<file path="src/rtl/alu_pkg.sv">
package alu_pkg;

  localparam int OP_W     = 6;
  localparam int OP_COUNT = 39;

  // Register forms 0..20, immediate forms 21..38.
  typedef enum logic [OP_W-1:0] {
    OP_ADD    = 6'd0,  OP_SUB    = 6'd1,  OP_AND    = 6'd2,  OP_OR     = 6'd3,
    OP_XOR    = 6'd4,  OP_NOR    = 6'd5,  OP_CMPGE  = 6'd6,  OP_CMPLT  = 6'd7,
    OP_CMPNE  = 6'd8,  OP_CMPEQ  = 6'd9,  OP_CMPGEU = 6'd10, OP_CMPLTU = 6'd11,
    OP_SRA    = 6'd12, OP_SRL    = 6'd13, OP_SLL    = 6'd14, OP_ROL    = 6'd15,
    OP_ROR    = 6'd16, OP_MUL    = 6'd17, OP_MULHSS = 6'd18, OP_MULHUU = 6'd19,
    OP_MULHSU = 6'd20,
    OP_ADDI   = 6'd21, OP_MULI   = 6'd22, OP_ANDI   = 6'd23, OP_ORI    = 6'd24,
    OP_XORI   = 6'd25, OP_ANDHI  = 6'd26, OP_ORHI   = 6'd27, OP_XORHI  = 6'd28,
    OP_CMPGEI = 6'd29, OP_CMPLTI = 6'd30, OP_CMPNEI = 6'd31, OP_CMPEQI = 6'd32,
    OP_CMPGEUI= 6'd33, OP_CMPLTUI= 6'd34, OP_SRAI   = 6'd35, OP_SRLI   = 6'd36,
    OP_SLLI   = 6'd37, OP_ROLI   = 6'd38
  } alu_op_e;

  typedef enum logic [4:0] {
    F_ADD, F_SUB, F_AND, F_OR, F_XOR, F_NOR,
    F_GE, F_LT, F_NE, F_EQ, F_GEU, F_LTU,
    F_SRA, F_SRL, F_SLL, F_ROL, F_ROR,
    F_MUL, F_MHSS, F_MHUU, F_MHSU
  } func_e;

  typedef enum logic [1:0] { SRC_REG, SRC_IMM16, SRC_IMM5 } bsrc_e;
  typedef enum logic [1:0] { EXT_SIGN, EXT_ZERO, EXT_HIGH } ext_e;

  typedef struct packed {
    func_e func;
    bsrc_e bsrc;
    ext_e  ext;
  } dec_t;

endpackage

</file>
<file path="src/rtl/alu_opdec.sv">
module alu_opdec
  import alu_pkg::*;
(
  input  logic [OP_W-1:0] op_i,
  output dec_t            dec_o
);

  always_comb begin
    dec_o.bsrc = SRC_REG;
    dec_o.ext  = EXT_SIGN;
    dec_o.func = F_ADD;
    unique case (op_i)
      OP_ADD:     dec_o.func = F_ADD;
      OP_SUB:     dec_o.func = F_SUB;
      OP_AND:     dec_o.func = F_AND;
      OP_OR:      dec_o.func = F_OR;
      OP_XOR:     dec_o.func = F_XOR;
      OP_NOR:     dec_o.func = F_NOR;
      OP_CMPGE:   dec_o.func = F_GE;
      OP_CMPLT:   dec_o.func = F_LT;
      OP_CMPNE:   dec_o.func = F_NE;
      OP_CMPEQ:   dec_o.func = F_EQ;
      OP_CMPGEU:  dec_o.func = F_GEU;
      OP_CMPLTU:  dec_o.func = F_LTU;
      OP_SRA:     dec_o.func = F_SRA;
      OP_SRL:     dec_o.func = F_SRL;
      OP_SLL:     dec_o.func = F_SLL;
      OP_ROL:     dec_o.func = F_ROL;
      OP_ROR:     dec_o.func = F_ROR;
      OP_MUL:     dec_o.func = F_MUL;
      OP_MULHSS:  dec_o.func = F_MHSS;
      OP_MULHUU:  dec_o.func = F_MHUU;
      OP_MULHSU:  dec_o.func = F_MHSU;
      OP_ADDI:    begin dec_o.func = F_ADD; dec_o.bsrc = SRC_IMM16; end
      OP_MULI:    begin dec_o.func = F_MUL; dec_o.bsrc = SRC_IMM16; end
      OP_ANDI:    begin dec_o.func = F_AND; dec_o.bsrc = SRC_IMM16; dec_o.ext = EXT_ZERO; end
      OP_ORI:     begin dec_o.func = F_OR;  dec_o.bsrc = SRC_IMM16; dec_o.ext = EXT_ZERO; end
      OP_XORI:    begin dec_o.func = F_XOR; dec_o.bsrc = SRC_IMM16; dec_o.ext = EXT_ZERO; end
      OP_ANDHI:   begin dec_o.func = F_AND; dec_o.bsrc = SRC_IMM16; dec_o.ext = EXT_HIGH; end
      OP_ORHI:    begin dec_o.func = F_OR;  dec_o.bsrc = SRC_IMM16; dec_o.ext = EXT_HIGH; end
      OP_XORHI:   begin dec_o.func = F_XOR; dec_o.bsrc = SRC_IMM16; dec_o.ext = EXT_HIGH; end
      OP_CMPGEI:  begin dec_o.func = F_GE;  dec_o.bsrc = SRC_IMM16; end
      OP_CMPLTI:  begin dec_o.func = F_LT;  dec_o.bsrc = SRC_IMM16; end
      OP_CMPNEI:  begin dec_o.func = F_NE;  dec_o.bsrc = SRC_IMM16; end
      OP_CMPEQI:  begin dec_o.func = F_EQ;  dec_o.bsrc = SRC_IMM16; end
      OP_CMPGEUI: begin dec_o.func = F_GEU; dec_o.bsrc = SRC_IMM16; dec_o.ext = EXT_ZERO; end
      OP_CMPLTUI: begin dec_o.func = F_LTU; dec_o.bsrc = SRC_IMM16; dec_o.ext = EXT_ZERO; end
      OP_SRAI:    begin dec_o.func = F_SRA; dec_o.bsrc = SRC_IMM5; end
      OP_SRLI:    begin dec_o.func = F_SRL; dec_o.bsrc = SRC_IMM5; end
      OP_SLLI:    begin dec_o.func = F_SLL; dec_o.bsrc = SRC_IMM5; end
      OP_ROLI:    begin dec_o.func = F_ROL; dec_o.bsrc = SRC_IMM5; end
      default:    dec_o.func = F_ADD;
    endcase
  end

endmodule

</file>
<file path="src/rtl/alu_immext.sv">
module alu_immext
  import alu_pkg::*;
#(
  parameter int DATA_W = 32,
  parameter int IMM_W  = 16
) (
  input  logic [IMM_W-1:0]  imm_i,
  input  ext_e              mode_i,
  output logic [DATA_W-1:0] ext_o
);

  localparam int PAD_W = DATA_W - IMM_W;

  always_comb begin
    unique case (mode_i)
      EXT_ZERO: ext_o = {{PAD_W{1'b0}}, imm_i};
      EXT_HIGH: ext_o = {imm_i, {PAD_W{1'b0}}};
      default:  ext_o = {{PAD_W{imm_i[IMM_W-1]}}, imm_i};
    endcase
  end

endmodule

</file>
<file path="src/rtl/alu_datapath.sv">
module alu_datapath
  import alu_pkg::*;
#(
  parameter int DATA_W = 32,
  parameter int SH_W   = $clog2(DATA_W)
) (
  input  func_e             func_i,
  input  logic [DATA_W-1:0] a_i,
  input  logic [DATA_W-1:0] b_i,
  output logic [DATA_W-1:0] res_o
);

  localparam int PROD_W = 2 * DATA_W;
  localparam logic [SH_W:0] WIDTH_C = DATA_W[SH_W:0];

  logic [SH_W-1:0]   sh;
  logic [SH_W:0]     sh_inv;
  logic              lt_s, lt_u, eq;
  logic              a_sgn, b_sgn;
  logic [PROD_W-1:0] ax, bx, prod;

  // Amount masked to the low bits of b for both register and imm5 forms.
  assign sh     = b_i[SH_W-1:0];
  assign sh_inv = WIDTH_C - {1'b0, sh};

  assign lt_s = $signed(a_i) < $signed(b_i);
  assign lt_u = a_i < b_i;
  assign eq   = a_i == b_i;

  // One shared multiplier; operand extension picks the signedness.
  assign a_sgn = (func_i == F_MHSS) || (func_i == F_MHSU);
  assign b_sgn = (func_i == F_MHSS);
  assign ax    = {{DATA_W{a_sgn & a_i[DATA_W-1]}}, a_i};
  assign bx    = {{DATA_W{b_sgn & b_i[DATA_W-1]}}, b_i};
  assign prod  = ax * bx;

  function automatic logic [DATA_W-1:0] flag(input logic f);
    return {{(DATA_W-1){1'b0}}, f};
  endfunction

  always_comb begin
    unique case (func_i)
      F_ADD:  res_o = a_i + b_i;
      F_SUB:  res_o = a_i - b_i;
      F_AND:  res_o = a_i & b_i;
      F_OR:   res_o = a_i | b_i;
      F_XOR:  res_o = a_i ^ b_i;
      F_NOR:  res_o = ~(a_i | b_i);
      F_GE:   res_o = flag(!lt_s);
      F_LT:   res_o = flag(lt_s);
      F_NE:   res_o = flag(!eq);
      F_EQ:   res_o = flag(eq);
      F_GEU:  res_o = flag(!lt_u);
      F_LTU:  res_o = flag(lt_u);
      F_SRA:  res_o = $unsigned($signed(a_i) >>> sh);
      F_SRL:  res_o = a_i >> sh;
      F_SLL:  res_o = a_i << sh;
      F_ROL:  res_o = (a_i << sh) | (a_i >> sh_inv);
      F_ROR:  res_o = (a_i >> sh) | (a_i << sh_inv);
      F_MUL:  res_o = prod[DATA_W-1:0];
      F_MHSS, F_MHUU, F_MHSU: res_o = prod[PROD_W-1:DATA_W];
      default: res_o = '0;
    endcase
  end

endmodule

</file>
<file path="src/rtl/alu_exec.sv">
module alu_exec
  import alu_pkg::*;
#(
  parameter int DATA_W = 32,
  parameter int IMM_W  = 16,
  parameter int SH_W   = $clog2(DATA_W),
  parameter int IDX_W  = 5
) (
  input  logic              clk,
  input  logic              rst_n,
  input  logic              valid_in,
  input  logic [OP_W-1:0]   op,
  input  logic [DATA_W-1:0] a,
  input  logic [DATA_W-1:0] b,
  input  logic [IMM_W-1:0]  imm16,
  input  logic [SH_W-1:0]   imm5,
  input  logic [IDX_W-1:0]  dest,
  output logic              valid_out,
  output logic [DATA_W-1:0] result,
  output logic              wr_en
);

  dec_t              dec;
  logic [DATA_W-1:0] imm_ext;
  logic [DATA_W-1:0] opb;
  logic [DATA_W-1:0] res_c;

  logic              valid_d, valid_q;
  logic              wr_d, wr_q;
  logic [DATA_W-1:0] res_d, res_q;

  alu_opdec u_dec (
    .op_i  (op),
    .dec_o (dec)
  );

  alu_immext #(.DATA_W(DATA_W), .IMM_W(IMM_W)) u_ext (
    .imm_i  (imm16),
    .mode_i (dec.ext),
    .ext_o  (imm_ext)
  );

  always_comb begin
    unique case (dec.bsrc)
      SRC_IMM16: opb = imm_ext;
      SRC_IMM5:  opb = {{(DATA_W-SH_W){1'b0}}, imm5};
      default:   opb = b;
    endcase
  end

  alu_datapath #(.DATA_W(DATA_W), .SH_W(SH_W)) u_dp (
    .func_i (dec.func),
    .a_i    (a),
    .b_i    (opb),
    .res_o  (res_c)
  );

  // Next state: result register is clock-enabled by valid_in.
  always_comb begin
    valid_d = valid_in;
    wr_d    = valid_in && (dest != '0);
    res_d   = valid_in ? res_c : res_q;
  end

  // rst_n is asserted asynchronously and released synchronously upstream.
  always_ff @(posedge clk or negedge rst_n) begin
    if (!rst_n) begin
      valid_q <= 1'b0;
      wr_q    <= 1'b0;
      res_q   <= '0;
    end else begin
      valid_q <= valid_d;
      wr_q    <= wr_d;
      res_q   <= res_d;
    end
  end

  assign valid_out = valid_q;
  assign wr_en     = wr_q;
  assign result    = res_q;

endmodule

</file>
<file path="config.mk">
export PLATFORM = sky130hd
export DESIGN_NAME = alu_exec
export DESIGN_NICKNAME = d
export VERILOG_FILES = /design/src/rtl/alu_pkg.sv /design/src/rtl/alu_opdec.sv /design/src/rtl/alu_immext.sv /design/src/rtl/alu_datapath.sv /design/src/rtl/alu_exec.sv
export SDC_FILE = /design/constraint.sdc
export NUM_CORES = 2
export LEC_CHECK = 0
export BUFFER_PORTS_ARGS = -buffer_cell sky130_fd_sc_hd__buf_2
export CORE_MARGIN = 1.5
export CORE_UTILIZATION = 60
export CTS_CLUSTER_DIAMETER = 100
export CTS_CLUSTER_SIZE = 25
export DETAILED_ROUTE_END_ITERATION = 6
export GPL_TIMING_DRIVEN = 0
export PLACE_DENSITY = 0.81
export SYNTH_ARGS = -nofsm -noshare
export SYNTH_HDL_FRONTEND = slang
export SYNTH_SLANG_ARGS = --single-unit
</file>
<file path="constraint.sdc">
create_clock -name clk -period 1 [get_ports clk]
set_input_delay 0.05 -clock clk [delete_from_list [all_inputs] [get_ports clk]]
set_output_delay 0.05 -clock clk [all_outputs]
set_load 0.005 [all_outputs]
</file>
==> results.cfg, run 1 <==
[clock_tree]
cts_buffers = 5
clock-root-buffer = clkbuf_16
cts_buffer_depth = 2
clkSinkCount = 34
h-tree-depth = 2

[outcome]
error = [ERROR GRT-0232] Routing congestion too high. Check the congestion heatmap in the GUI.
status = stopped before the end
lastStage = global routing (5_1_grt)

[synthesis]
async_flop_share = 1.00
synth_area_per_cell_um2 = 8.02
syn_inst = 6547
yosys_warnings = 0
ys_seq_elements = 34
synth_cell_types = 101
synth_edf_count = 0
synth_ff_type = dfrtp_1
synth_area_mm2 = 0.0525
syn_nets = 8087
synth_seq_area_share = 0.0162

[global_routing]
grt_overflow = 429
grt_max_degree = 35
grt.total_usage = 0.864

[floorplanning]
die_y_um = 299
io_pins = 133
initial_utilization = 0.605
rows = 108
die_x_um = 299

[placed_design]
port_buffers = 130
place_ws_ps = -12080
place_congestion = 1.25
place_hpwl_um = 240000
metal layers:
metal | global-route usage | overflow
met3 | 0.766 | 29
met4 | 0.846 | 181
met5 | 0.584 | 4
met2 | 0.966 | 174
met1 | 0.871 | 41
timing repair:
action | in CTS
pin swaps | 176
buffers inserted | 127
endpoints found under the setup margin | 33
cloned | 1
hold buffers | 2
gates resized for setup | 600
hold endpoints to repair | 36
synthesized netlist by cell type (51+ instances only):
library cell / count / share of area
fa_1: 1127 / 0.43
o211ai_1: 70 / 0.010
inv_1: 1321 / 0.094
a21oi_1: 254 / 0.024
a21o_1: 72 / 0.010
nand3_1: 170 / 0.016
o21ai_0: 245 / 0.023
nand2_1: 1000 / 0.072
nor2_1: 511 / 0.037
clkbuf_1: 330 / 0.024
mux2i_1: 51 / 0.0097
ha_1: 314 / 0.075
xnor2_1: 54 / 0.0090
nor3_1: 62 / 0.0059
cell families after synthesis:
family / share of synthesized area
AOI/OAI and AO/OA: 0.147
xor gates and xnor gates: 0.0132
and+or+nand+nor: 0.158
adders and majority gates: 0.505
muxes: 0.0312
DFF: 0.0162
buffers and inverters: 0.130
per-stage QoR:
stage | hold WS [ps] | TNS, ps | cells | instance area (um2) | util
2_1_floorplan | -246 | -257240 | 6547 | 53100 | -
3_5_place_dp | 180 | -367500 | 7843 | 55300 | 0.638
3_3_place_gp | 172 | -378830 | 7832 | 55200 | 0.636
4_1_cts | -94.1 | -281270 | 7975 | 59100 | 0.681
==> inputs of run 2 (changes only) <==
--- a/config.mk
+++ b/config.mk
@@ -7,12 +7,10 @@
 export LEC_CHECK = 0
 export BUFFER_PORTS_ARGS = -buffer_cell sky130_fd_sc_hd__buf_2
 export CORE_MARGIN = 1.5
-export CORE_UTILIZATION = 60
-export CTS_CLUSTER_DIAMETER = 100
-export CTS_CLUSTER_SIZE = 25
+export CORE_UTILIZATION = 40
 export DETAILED_ROUTE_END_ITERATION = 6
 export GPL_TIMING_DRIVEN = 0
-export PLACE_DENSITY = 0.81
+export PLACE_DENSITY_LB_ADDON = 0.15
 export SYNTH_ARGS = -nofsm -noshare
 export SYNTH_HDL_FRONTEND = slang
 export SYNTH_SLANG_ARGS = --single-unit
==> constraint.sdc (replaced) <==
create_clock -name clk -period 1.3 [get_ports clk]
set_input_delay 0.065 -clock clk [delete_from_list [all_inputs] [get_ports clk]]
set_output_delay 0.065 -clock clk [all_outputs]
set_load 0.005 [all_outputs]
==> run 2 against run 1 <==
Against the previous run:
- the flow now finishes, with violations (DRC, capacitance limit, slew limit, setup timing)
- synthesized cell count stayed put
- area after synthesis unchanged
==> results.cfg, run 2 <==
[synthesis]
synth_area_mm2 = 0.0525
synth_cell_types = 101
ys_seq_elements = 34
synth_edf_count = 0
yosysMostFrequentCell = inv_1
synth.top_cell.area_share = 0.430
yosysTopAreaCell = fa_1
synth_seq_area_share = 0.0162
yosys_warnings = 0
async_flop_share = 1.00
syn_inst = 6547
synthTopCellsByCount = 1321 x inv_1, 1127 x fa_1, 1000 x nand2_1
syn_nets = 8087
synth_ff_type = dfrtp_1
synth_area_per_cell_um2 = 8.02
synthTopCellsByArea = fa_1 43%, inv_1 9.4%, ha_1 7.5%

[outcome]
status = complete, but fails checks
violations = DRC, capacitance limit, slew limit, setup timing

[global_routing]
grt_max_degree = 35
antenna_found_initial = 34
grt.total_usage = 0.489
grt_pass1_wl_um = 443000
grt_pass1_vias = 53900
grt_overflow = 0

[critical_path]
crit_slowest_cell = clkbuf_1
max_stage_delay_ps = 760
worstPathRequired_ps = 1480
path_class = input port to flop
crit_arrival_ps = 10430
critPathLaunchType = input port
worstPathMaxFanout = 10
worst_path_most_repeated_cell = inv_1
end_kind = flop

[sta]
period_needed_ps = 10250
slew-limit-headroom = -0.182
worst_slew_pin_slew_ps = 1750
fin_crit_sh = 7.89
finClkSkew_ps = 0
worst_slack_ps = -8950
rsz0062_at_grt = true
clock.fmax_mhz = 97.5
drv_slew = 141
setup-violations-final = 32
hold_violations = 0

[detailed_routing]
drc = 1
vias = 54500
wl_per_cell_um = 37.9
drt_iter0_markers = 7758
drt_pass1_iterations = 7
routed_wl_um = 327000
routed_via_density = 6.32
drtAntennaViolNets = 0

[finish]
mostFrequentLayoutCell = inv_1
fin_nets = 8406
syn2layout_area_growth_pct = 16.1
final_cell_mix = 1286 x inv_1, 1091 x fa_1, 979 x nand2_1
layout-drive-gt1-share = 0.147
multiInputGateArea_mm2 = 0.0474
largest_reg_flops = 32
fin_util = 0.469
fill_cells = 13200
seq_area_um2 = 851

[clock_tree]
clock-root-buffer = clkbuf_16
cts_buffers = 5
h-tree-depth = 2
clk_pin_slew_ps = 60
clkSinkCount = 34
cts_tree = done
cts_buffer_depth = 2
insertion_delay_ps = 300

[placed_design]
place_congestion = 1.15
port_buffers = 130
place_hpwl_um = 269000

[run]
maxCapViolations = 18

[min_path]
hold_class = input port to flop

[floorplanning]
rows = 132
io_pins = 133
initial_utilization = 0.404
die_y_um = 365
core_region_area_mm2 = 0.130
die_x_um = 365
die_area_mm2 = 0.133
-- run 2: cell counts after synthesis --
Identical to the previous run, type by type.
-- run 2: what timing repair did --
item,CTS,global route
gates resized for setup,639,157
hold buffers,2,0
endpoints found under the setup margin,33,32
hold endpoints to repair,35,0
pin swaps,163,133
gates cloned,1,0
buffers inserted,131,41
-- run 2: per-layer routing --
metal  vias to the layer above  routed length [um]  share of wire  track usage
li1                      21300                   -              -            -
met1                     27800              121000           0.37        0.616
met2                      4269              132000           0.41        0.699
met3                      1094               42800           0.13        0.165
met4                        14               30700          0.094        0.355
met5                         -                 105        0.00032            0
-- run 2: path summary, 6_finish.rpt --
check	to	slack, ps	cells after the start	start
setup / recovery	result[27]	-8950	32	op[0]
hold / removal	valid_out	50	1	valid_in
setup reg to reg	result[19]	90	3	result[19]
hold reg to reg	result[6]	520	2	result[6]
max in group asynchronous	result[13]	220	2	rst_n
min in group asynchronous	wr_en	450	2	rst_n
-- run 2: metrics by stage --
stage | setup TNS [ps] | hold WS [ps] | setup slack [ps] | cells | area (um2)
2_1_floorplan | -248120 | -231 | -8270 | 6547 | 53100
3_3_place_gp | -390540 | 186 | -12800 | 8419 | 55900
3_5_place_dp | -364350 | 188 | -11890 | 8438 | 56200
4_1_cts | -272870 | 33.3 | -9020 | 8570 | 60100
5_1_grt | -278680 | 31.9 | -9070 | 8609 | 60900
6_report | -274740 | 48.5 | -8950 | 8619 | 60900
-- run 2: cells by family (layout without fill, tap and decap cells) --
| family | count (synthesis) | count (layout) | synth area share |
|---|---|---|---|
| and+or+nand+nor | 1963 | 1963 | 0.158 |
| buffers and inverters | 1773 | 2093 | 0.130 |
| adders and majority gates | 1441 | 1441 | 0.505 |
| AOI/OAI and AO/OA | 1151 | 1151 | 0.147 |
| muxes | 106 | 106 | 0.0312 |
| xor gates and xnor gates | 79 | 79 | 0.0132 |
| DFF | 34 | 34 | 0.0162 |
| other | 0 | 10 | 0 |
-- run 2: cell type report --
cell class,instances,share of cell area
Antenna cell,10,0.000411
Buffer,420,0.0450
Clock buffer,7,0.00234
Clock inverter,1,0.0000821
Inverter,1346,0.0844
Multi-Input combinational cell,4740,0.778
Sequential cell,34,0.0140
Tap cell,1742,0.0358
Timing Repair Buffer,319,0.0404
-- run 2: worst max-delay path, delay by kind of cell --
family                   cells  cell delay [ps]
buffers and inverters       11             1760
multiplexers                 1              300
AND/OR/NAND/NOR              6             2000
AO/OA/AOI/OAI                5             1620
adder cells (fa/ha/maj)      9             4660
Power of run 2 is not shown: default switching activity piles up to over one toggle a cycle in this logic, so the estimate is an artifact.
